--- config.mk ---
export PLATFORM = sky130hd
export DESIGN_NAME = supv_reset_gen
export DESIGN_NICKNAME = d
export VERILOG_FILES = /design/src/rtl/supv_pkg.sv /design/src/rtl/supv_cause_merge.sv /design/src/rtl/supv_stretch_cnt.sv /design/src/rtl/supv_out_drv.sv /design/src/rtl/supv_reset_gen.sv
export SDC_FILE = /design/constraint.sdc
export NUM_CORES = 1
export LEC_CHECK = 0
export BUFFER_PORTS_ARGS = -buffer_cell sky130_fd_sc_hd__buf_2
export CAP_MARGIN = 20
export CORE_MARGIN = 8
export CORE_UTILIZATION = 58
export CTS_CLUSTER_DIAMETER = 30
export DETAILED_ROUTE_END_ITERATION = 8
export MAX_ROUTING_LAYER = met4
export PLACE_DENSITY = 0.73
export SETUP_SLACK_MARGIN = 0.02
export SLEW_MARGIN = 0
export SYNTH_ARGS = -nofsm -noshare
export SYNTH_HDL_FRONTEND = slang
export SYNTH_HIERARCHICAL = 1
export SYNTH_SLANG_ARGS = --single-unit
export TNS_END_PERCENT = 30
--- constraint.sdc ---
create_clock -name clk -period 3.11 [get_ports clk]
set_input_delay 0.4665 -clock clk [delete_from_list [all_inputs] [get_ports clk]]
set_output_delay 0.4665 -clock clk [all_outputs]
set_load 0.005 [all_outputs]
--- src/rtl/supv_pkg.sv ---
// Package: shared helpers for the supervisor reset generator.
// Assumes the clock frequency and interval give at least one cycle.
package supv_pkg;

    // Converts a millisecond interval into a count of clock cycles.
    function automatic int stretch_cycles(input int clk_hz, input int ms);
        longint prod;
        prod = longint'(clk_hz) * longint'(ms);
        return int'(prod / 1000);
    endfunction

    // Width of a down-counter that must hold the value n.
    function automatic int count_width(input int n);
        return (n < 2) ? 1 : $clog2(n + 1);
    endfunction

endpackage

--- src/rtl/supv_cause_merge.sv ---
// Module: merges the supply-fault and manual-request causes into one
// active-high hold request. Assumes both inputs are synchronous levels.
module supv_cause_merge (
    input  logic supply_ok,
    input  logic mreq_n,
    output logic cause
);

    // Either an unhealthy supply or a pending manual request holds reset.
    always_comb begin
        cause = (~supply_ok) | (~mreq_n);
    end

endmodule

--- src/rtl/supv_stretch_cnt.sv ---
// Module: stretch interval down-counter. It reloads to the full count
// whenever a cause is present and on block reset, and otherwise counts
// down to zero. busy is high while any of the interval is left.
module supv_stretch_cnt #(
    parameter int N = 50
) (
    input  logic clk,
    input  logic rst_n,
    input  logic cause,
    output logic busy
);
    localparam int CW = supv_pkg::count_width(N);
    localparam logic [CW-1:0] LOAD = CW'(N);

    logic [CW-1:0] cnt;

    // Reload on reset or cause; otherwise step toward zero.
    always_ff @(posedge clk) begin
        if (!rst_n) begin
            cnt <= LOAD;
        end else if (cause) begin
            cnt <= LOAD;
        end else if (cnt != '0) begin
            cnt <= cnt - CW'(1);
        end
    end

    // Remaining interval flag for the output stage.
    always_comb begin
        busy = (cnt != '0);
    end

    AST_RELOAD_ON_CAUSE: assert property (@(posedge clk) disable iff (!rst_n)
        cause |=> (cnt == LOAD));
    AST_CNT_IN_RANGE: assert property (@(posedge clk) disable iff (!rst_n)
        cnt <= LOAD);
    AST_CNT_STEPS_DOWN: assert property (@(posedge clk) disable iff (!rst_n)
        (!cause && busy) |=> (cnt == $past(cnt) - CW'(1)));

endmodule

--- src/rtl/supv_out_drv.sv ---
// Module: output stage. It registers the active-low reset and its
// active-high complement in two separate flops. Reset is held while a
// cause is present or the stretch counter is still busy.
module supv_out_drv (
    input  logic clk,
    input  logic rst_n,
    input  logic cause,
    input  logic busy,
    output logic rst_out_n,
    output logic rst_out
);
    logic hold;

    // Reset request seen by the output flops.
    always_comb begin
        hold = cause | busy;
    end

    // Register both polarities; block reset forces the asserted state.
    always_ff @(posedge clk) begin
        if (!rst_n) begin
            rst_out_n <= 1'b0;
            rst_out   <= 1'b1;
        end else begin
            rst_out_n <= ~hold;
            rst_out   <= hold;
        end
    end

    AST_RESET_ASSERTS: assert property (@(posedge clk)
        !rst_n |=> (!rst_out_n && rst_out));
    AST_COMPLEMENT: assert property (@(posedge clk) disable iff (!rst_n)
        rst_out != rst_out_n);
    AST_RELEASE_WHEN_IDLE: assert property (@(posedge clk) disable iff (!rst_n)
        $rose(rst_out_n) |-> (!$past(cause) && !$past(busy)));

endmodule

--- src/rtl/supv_reset_gen.sv ---
// Module: top of the supervisor reset generator. It holds the processor
// reset during a supply fault or a manual request, and stretches it for
// STRETCH_MS milliseconds at CLK_HZ once the last cause is gone.
// Assumes supply_ok and mreq_n are synchronous, debounced levels.
module supv_reset_gen #(
    parameter int CLK_HZ     = 125_000_000,
    parameter int STRETCH_MS = 200
) (
    input  logic clk,
    input  logic rst_n,
    input  logic supply_ok,
    input  logic mreq_n,
    output logic rst_out_n,
    output logic rst_out
);
    localparam int N = supv_pkg::stretch_cycles(CLK_HZ, STRETCH_MS);

    logic cause;
    logic busy;

    supv_cause_merge i_merge (
        .supply_ok (supply_ok),
        .mreq_n    (mreq_n),
        .cause     (cause)
    );

    supv_stretch_cnt #(.N(N)) i_cnt (
        .clk   (clk),
        .rst_n (rst_n),
        .cause (cause),
        .busy  (busy)
    );

    supv_out_drv i_out (
        .clk       (clk),
        .rst_n     (rst_n),
        .cause     (cause),
        .busy      (busy),
        .rst_out_n (rst_out_n),
        .rst_out   (rst_out)
    );

    AST_SUPPLY_HOLDS: assert property (@(posedge clk) disable iff (!rst_n)
        !supply_ok |=> !rst_out_n);
    AST_MANUAL_HOLDS: assert property (@(posedge clk) disable iff (!rst_n)
        !mreq_n |=> !rst_out_n);

endmodule

* Yosys cells after proc, flatten, opt, wreduce, memory -nomap -nowiden
Index checks and enable logic that the tools add are counted.
** Cells by class
- Add/sub/neg operators :: 1
- Bitwise logic cells :: 6
- Reduce and logical (&&, ||, !) cells :: 2
** Operators by type and width (count)
- nonzero test 25 bit :: 1
- subtractor 25 x 1 -> 25 bit (second input constant) :: 1
- inverter 1 bit :: 4
- OR 1 bit :: 2
- OR reduction 2 bit :: 1
** Storage, ports and cells
- Bits in registers :: 27
- Input bits :: 4
- Output and inout port bits :: 2
- Logic and storage cells :: 12

* Longest topological paths before layout
- Depth after elaboration :: 4
- Depth in mapped cells :: 8
- Depth with buffers taken out :: 7

* By module
Netlist, hierarchy kept.
** By module, submodules not included
- supv_stretch_cnt :: times used 1, cells each 141, area each 1219.9 um^2, sequential area each 500.5 um^2
- supv_out_drv :: times used 1, cells each 4, area each 56.3 um^2, sequential area each 40.0 um^2
- supv_cause_merge :: times used 1, cells each 1, area each 3.8 um^2, sequential area each 0.0 um^2

* Worst setup path after synthesis
OpenSTA, ideal clock, no wires.
- Path kind :: register to register
- Start point :: reg i_cnt.cnt[14]
- End point :: reg i_out.rst_out
- Setup time :: 0.127 ns
- Data arrival time :: 2.335 ns
- Required time :: 2.983 ns
- Slack :: 0.648 ns
- Cell stages (with the launch flop) :: 6
- Buffers on the path :: 1
- Clock period less this slack :: 2.462 ns
- Path through :: dfxtp_1 > or4_4 > or4_1 > buf_2 > or4_4 > or3b_1
** On the way
- Word-level cells in the longest chain between the ends :: 2
** Ends and longest elaborated chain
- start: declaration :: line supv_stretch_cnt.sv:15 : logic [CW-1:0] cnt;
- start signal: assignment :: line supv_stretch_cnt.sv:24 : cnt <= cnt - CW'(1);
- nonzero test 25 bit :: line supv_stretch_cnt.sv:30 : busy = (cnt != '0);
- via busy :: line supv_reset_gen.sv:19 : logic busy;
- OR 1 bit :: line supv_out_drv.sv:16 : hold = cause | busy;
- end signal: assignment :: line supv_out_drv.sv:26 : rst_out <= hold;
- end: declaration :: line supv_out_drv.sv:10 : output logic rst_out
The timed path passes the listed nets, and every way through them passes these cells.
A chain may end at the register's enable or synchronous reset.

* Worst setup path after layout
Ends and elaborated chain as after synthesis.

==> impl_metrics.sql <==
INSERT INTO impl_metrics (metric_group, metric, value, unit) VALUES
('run_status', 'status', 'complete, no violations', ''),
('global_route', 'first_pass_grt_wire_length', '4010', 'um'),
('die', 'design.die.area', '3970', 'um^2'),
('finish', 'mostFrequentLayoutCells', 'dfxtp_1, nor2_1, nand2_1', ''),
('die', 'die_extent_in_y', '63.0', 'um'),
('clocking', 'tritoncts_clock_tree', 'built', ''),
('finish', 'mostFrequentLayoutCell', 'dfxtp_1', ''),
('routing', 'drtPass1Iterations', '4', ''),
('clocking', 'cts_setup_buffers', '0', ''),
('sta', 'relSlewSlack', '47.3', '%'),
('synthesis', 'netlist_instances', '146', ''),
('synthesis', 'ys_warn_count', '6', ''),
('routing', 'avgViaCountPerCell', '5.94', ''),
('clocking', 'clock_transition_at_the_register_clock_pins_on_the_worst_setup_and_hold_paths_after_cts', '160', 'ps'),
('routing', 'post_drt_wl_per_cell', '13.2', 'um'),
('synthesis', 'yosysSeqAreaShare', '42.2', '%'),
('finish', 'total_area_of_multi_input_combinational_cells', '698', 'um^2'),
('synthesis', 'syn_area', '1280', 'um^2'),
('die', 'dieWidth', '63.0', 'um'),
('routing', 'detailedRoute.firstIterationViolations', '25', ''),
('worst_hold_path', 'timing.hold.worst.start', 'rst_n', ''),
('critical_path', 'worst_r2r_end', 'i_out/rst_out', ''),
('sta', 'tns', '0', 'ps'),
('global_route', 'grt_max_degree', '18', ''),
('sta', 'min_period_over_period', '84.7', '%'),
('sta', 'setup_viol', '0', ''),
('synthesis', 'ys_seq_elements', '27', ''),
('synthesis', 'yosysUniqueCellTypes', '37', ''),
('finish', 'fillerInstances', '202', ''),
('synthesis', 'synth_async_sr_flop_share', '0', '%'),
('critical_path', 'worst_r2r_path_depth', '4', ''),
('power_and_ir_drop', 'power.ir.vdd_worst', '0.329', 'mV'),
('power_and_ir_drop', 'leakage', '0.449', 'nW'),
('routing', 'drc_errors', '0', ''),
('die', 'num_io_pins', '6', ''),
('synthesis', 'synth_area_leaders', 'dfxtp_1, xnor2_1, nor2_1, o21ai_0, nand2_1', ''),
('clocking', 'cts_max_path_buffers', '2', ''),
('critical_path', 'crit_slowest_cell', 'or4_1', ''),
('power_and_ir_drop', 'power.density', '412', 'nW/um^2'),
('synthesis', 'post_synth_edffs', '0', ''),
('clocking', 'number_of_buffers_created_by_cts', '3', ''),
('critical_path', 'critical_path_required', '3330', 'ps'),
('critical_path', 'startpoint_type', 'flop', ''),
('finish', 'drive_above_1_share', '14.7', '%'),
('clocking', 'clock-root-buffer', 'clkbuf_4', ''),
('placed_design', 'dpl_worst_slack', '520', 'ps'),
('global_route', 'globalRouteTotalUtil', '12.5', '%'),
('critical_path', 'sort_of_element_at_the_end_of_the_critical_path', 'flop', ''),
('finish', 'antenna_cells', '0', ''),
('synthesis', 'post-synth-top-area-cell', 'dfxtp_1', ''),
('finish', 'nNetsFinal', '156', ''),
('synthesis', 'synth_top_area_share', '42.2', '%'),
('critical_path', 'critical_path_peak_fanout', '8', ''),
('synthesis', 'yosys_most_used_dff', 'dfxtp_1', ''),
('synthesis', 'mappedNetlistNets', '151', ''),
('global_route', 'via_count_of_the_first_global_routing_pass', '959', ''),
('job', 'cap_violations', '0', ''),
('global_route', 'gr-total-overflow', '0', ''),
('sta', 'max_freq', '380', 'MHz'),
('clocking', 'ctsHtreeMaxLevel', '1', ''),
('sta', 'final_max_slew_viol_count', '0', ''),
('placed_design', 'placement.io_buffers', '5', ''),
('die', 'core.rowCount', '17', ''),
('finish', 'area_of_all_sequential_standard_cells', '541', 'um^2'),
('critical_path', 'worst_r2r_startpoint', 'i_cnt/cnt[14]', ''),
('routing', 'final_antenna_net_count', '0', ''),
('sta', 'finalHoldViolCount', '0', ''),
('finish', 'areaGrowthSynthToFinish', '5.08', '%'),
('worst_hold_path', 'endpoint_worst_hold', 'i_out/rst_out_n', ''),
('critical_path', 'timing_worst_setup_path_type', 'reg -> reg', ''),
('sta', 'worst-slew-pin-transition', '789', 'ps');
[cell type report]
cell class | count | share of cell area, %
well taps | 28 | 2.60
repair buffers | 6 | 2.42
multi-input cells | 111 | 51.9
inverters | 2 | 0.558
clock inverters | 1 | 0.651
clock buffers | 3 | 1.67
flip-flops and latches | 27 | 40.2
[cell families (layout without fill, tap and decap cells)]
| logic type | count (synthesis) | count (layout) | share of synthesized area [%] |
|---|---|---|---|
| and+or+nand+nor | 70 | 70 | 31.2 |
| AOI/OAI and AO/OA | 27 | 27 | 13.5 |
| DFF | 27 | 27 | 42.2 |
| xor gates and xnor gates | 13 | 13 | 8.90 |
| buffers and inverters | 8 | 12 | 3.23 |
| adders and majority gates | 1 | 1 | 0.977 |
[synth_stat cells, types with 5 or more instances]
master   instances
nor2_1          15
dfxtp_1         27
nand3_1          5
o21ai_0          9
xnor2_1          9
nor3_1           6
nor4_1           5
nand2_1         12
a21oi_1          6
or4_1            6
[routing by layer]
layer  vias up  global-route usage [%]  part of all wire, %
met5         -                       -                    0
met4         0                    3.70                 0.72
met3         2                    4.84                  4.2
met2        12                    20.9                   49
met1       503                    13.3                   46
li1        540                       -                    -
[metrics by stage]
stage / cell area [um^2] / util (%) / instances / hold slack [ps] / power [mW]
2_1_floorplan: 1280 / - / 146 / 450 / 0.394
3_3_place_gp: 1310 / 61.2 / 174 / 471 / 0.402
3_5_place_dp: 1310 / 61.2 / 174 / 481 / 0.402
4_1_cts: 1350 / 62.6 / 178 / 401 / 0.564
5_1_grt: 1350 / 62.6 / 178 / 405 / 0.577
6_report: 1350 / 62.6 / 178 / 416 / 0.555
[how the worst max path moves through the flow]
stage | start | endpoint | slack (ps) | cells past startpoint
after floorplan | i_cnt/cnt[14] | i_out/rst_out | 650 | 5
after global placement | i_cnt/cnt[14] | i_out/rst_out | 580 | 4
after detailed placement | i_cnt/cnt[14] | i_out/rst_out | 520 | 4
after CTS | i_cnt/cnt[14] | i_out/rst_out | 470 | 4
after global routing | i_cnt/cnt[14] | i_out/rst_out | 360 | 4
final | i_cnt/cnt[14] | i_out/rst_out | 480 | 4
[worst max-delay path, delay by kind of cell (launching register included)]
kind / cells / cell delay, ps
DFF: 1 / 380
and+or+nand+nor: 4 / 2140
[state kept, by name (all words and copies together) (netlist names)]
signal           count
i_cnt/cnt           25
i_out/rst_out        1
i_out/rst_out_n      1
[report_power, final]
part / internal (mW) / switching (mW)
sequential: 0.351 / 0.00498
clock: 0.0525 / 0.107
combinational: 0.0172 / 0.0220
total: 0.420 / 0.134
Power figures use the tool's default switching activity.
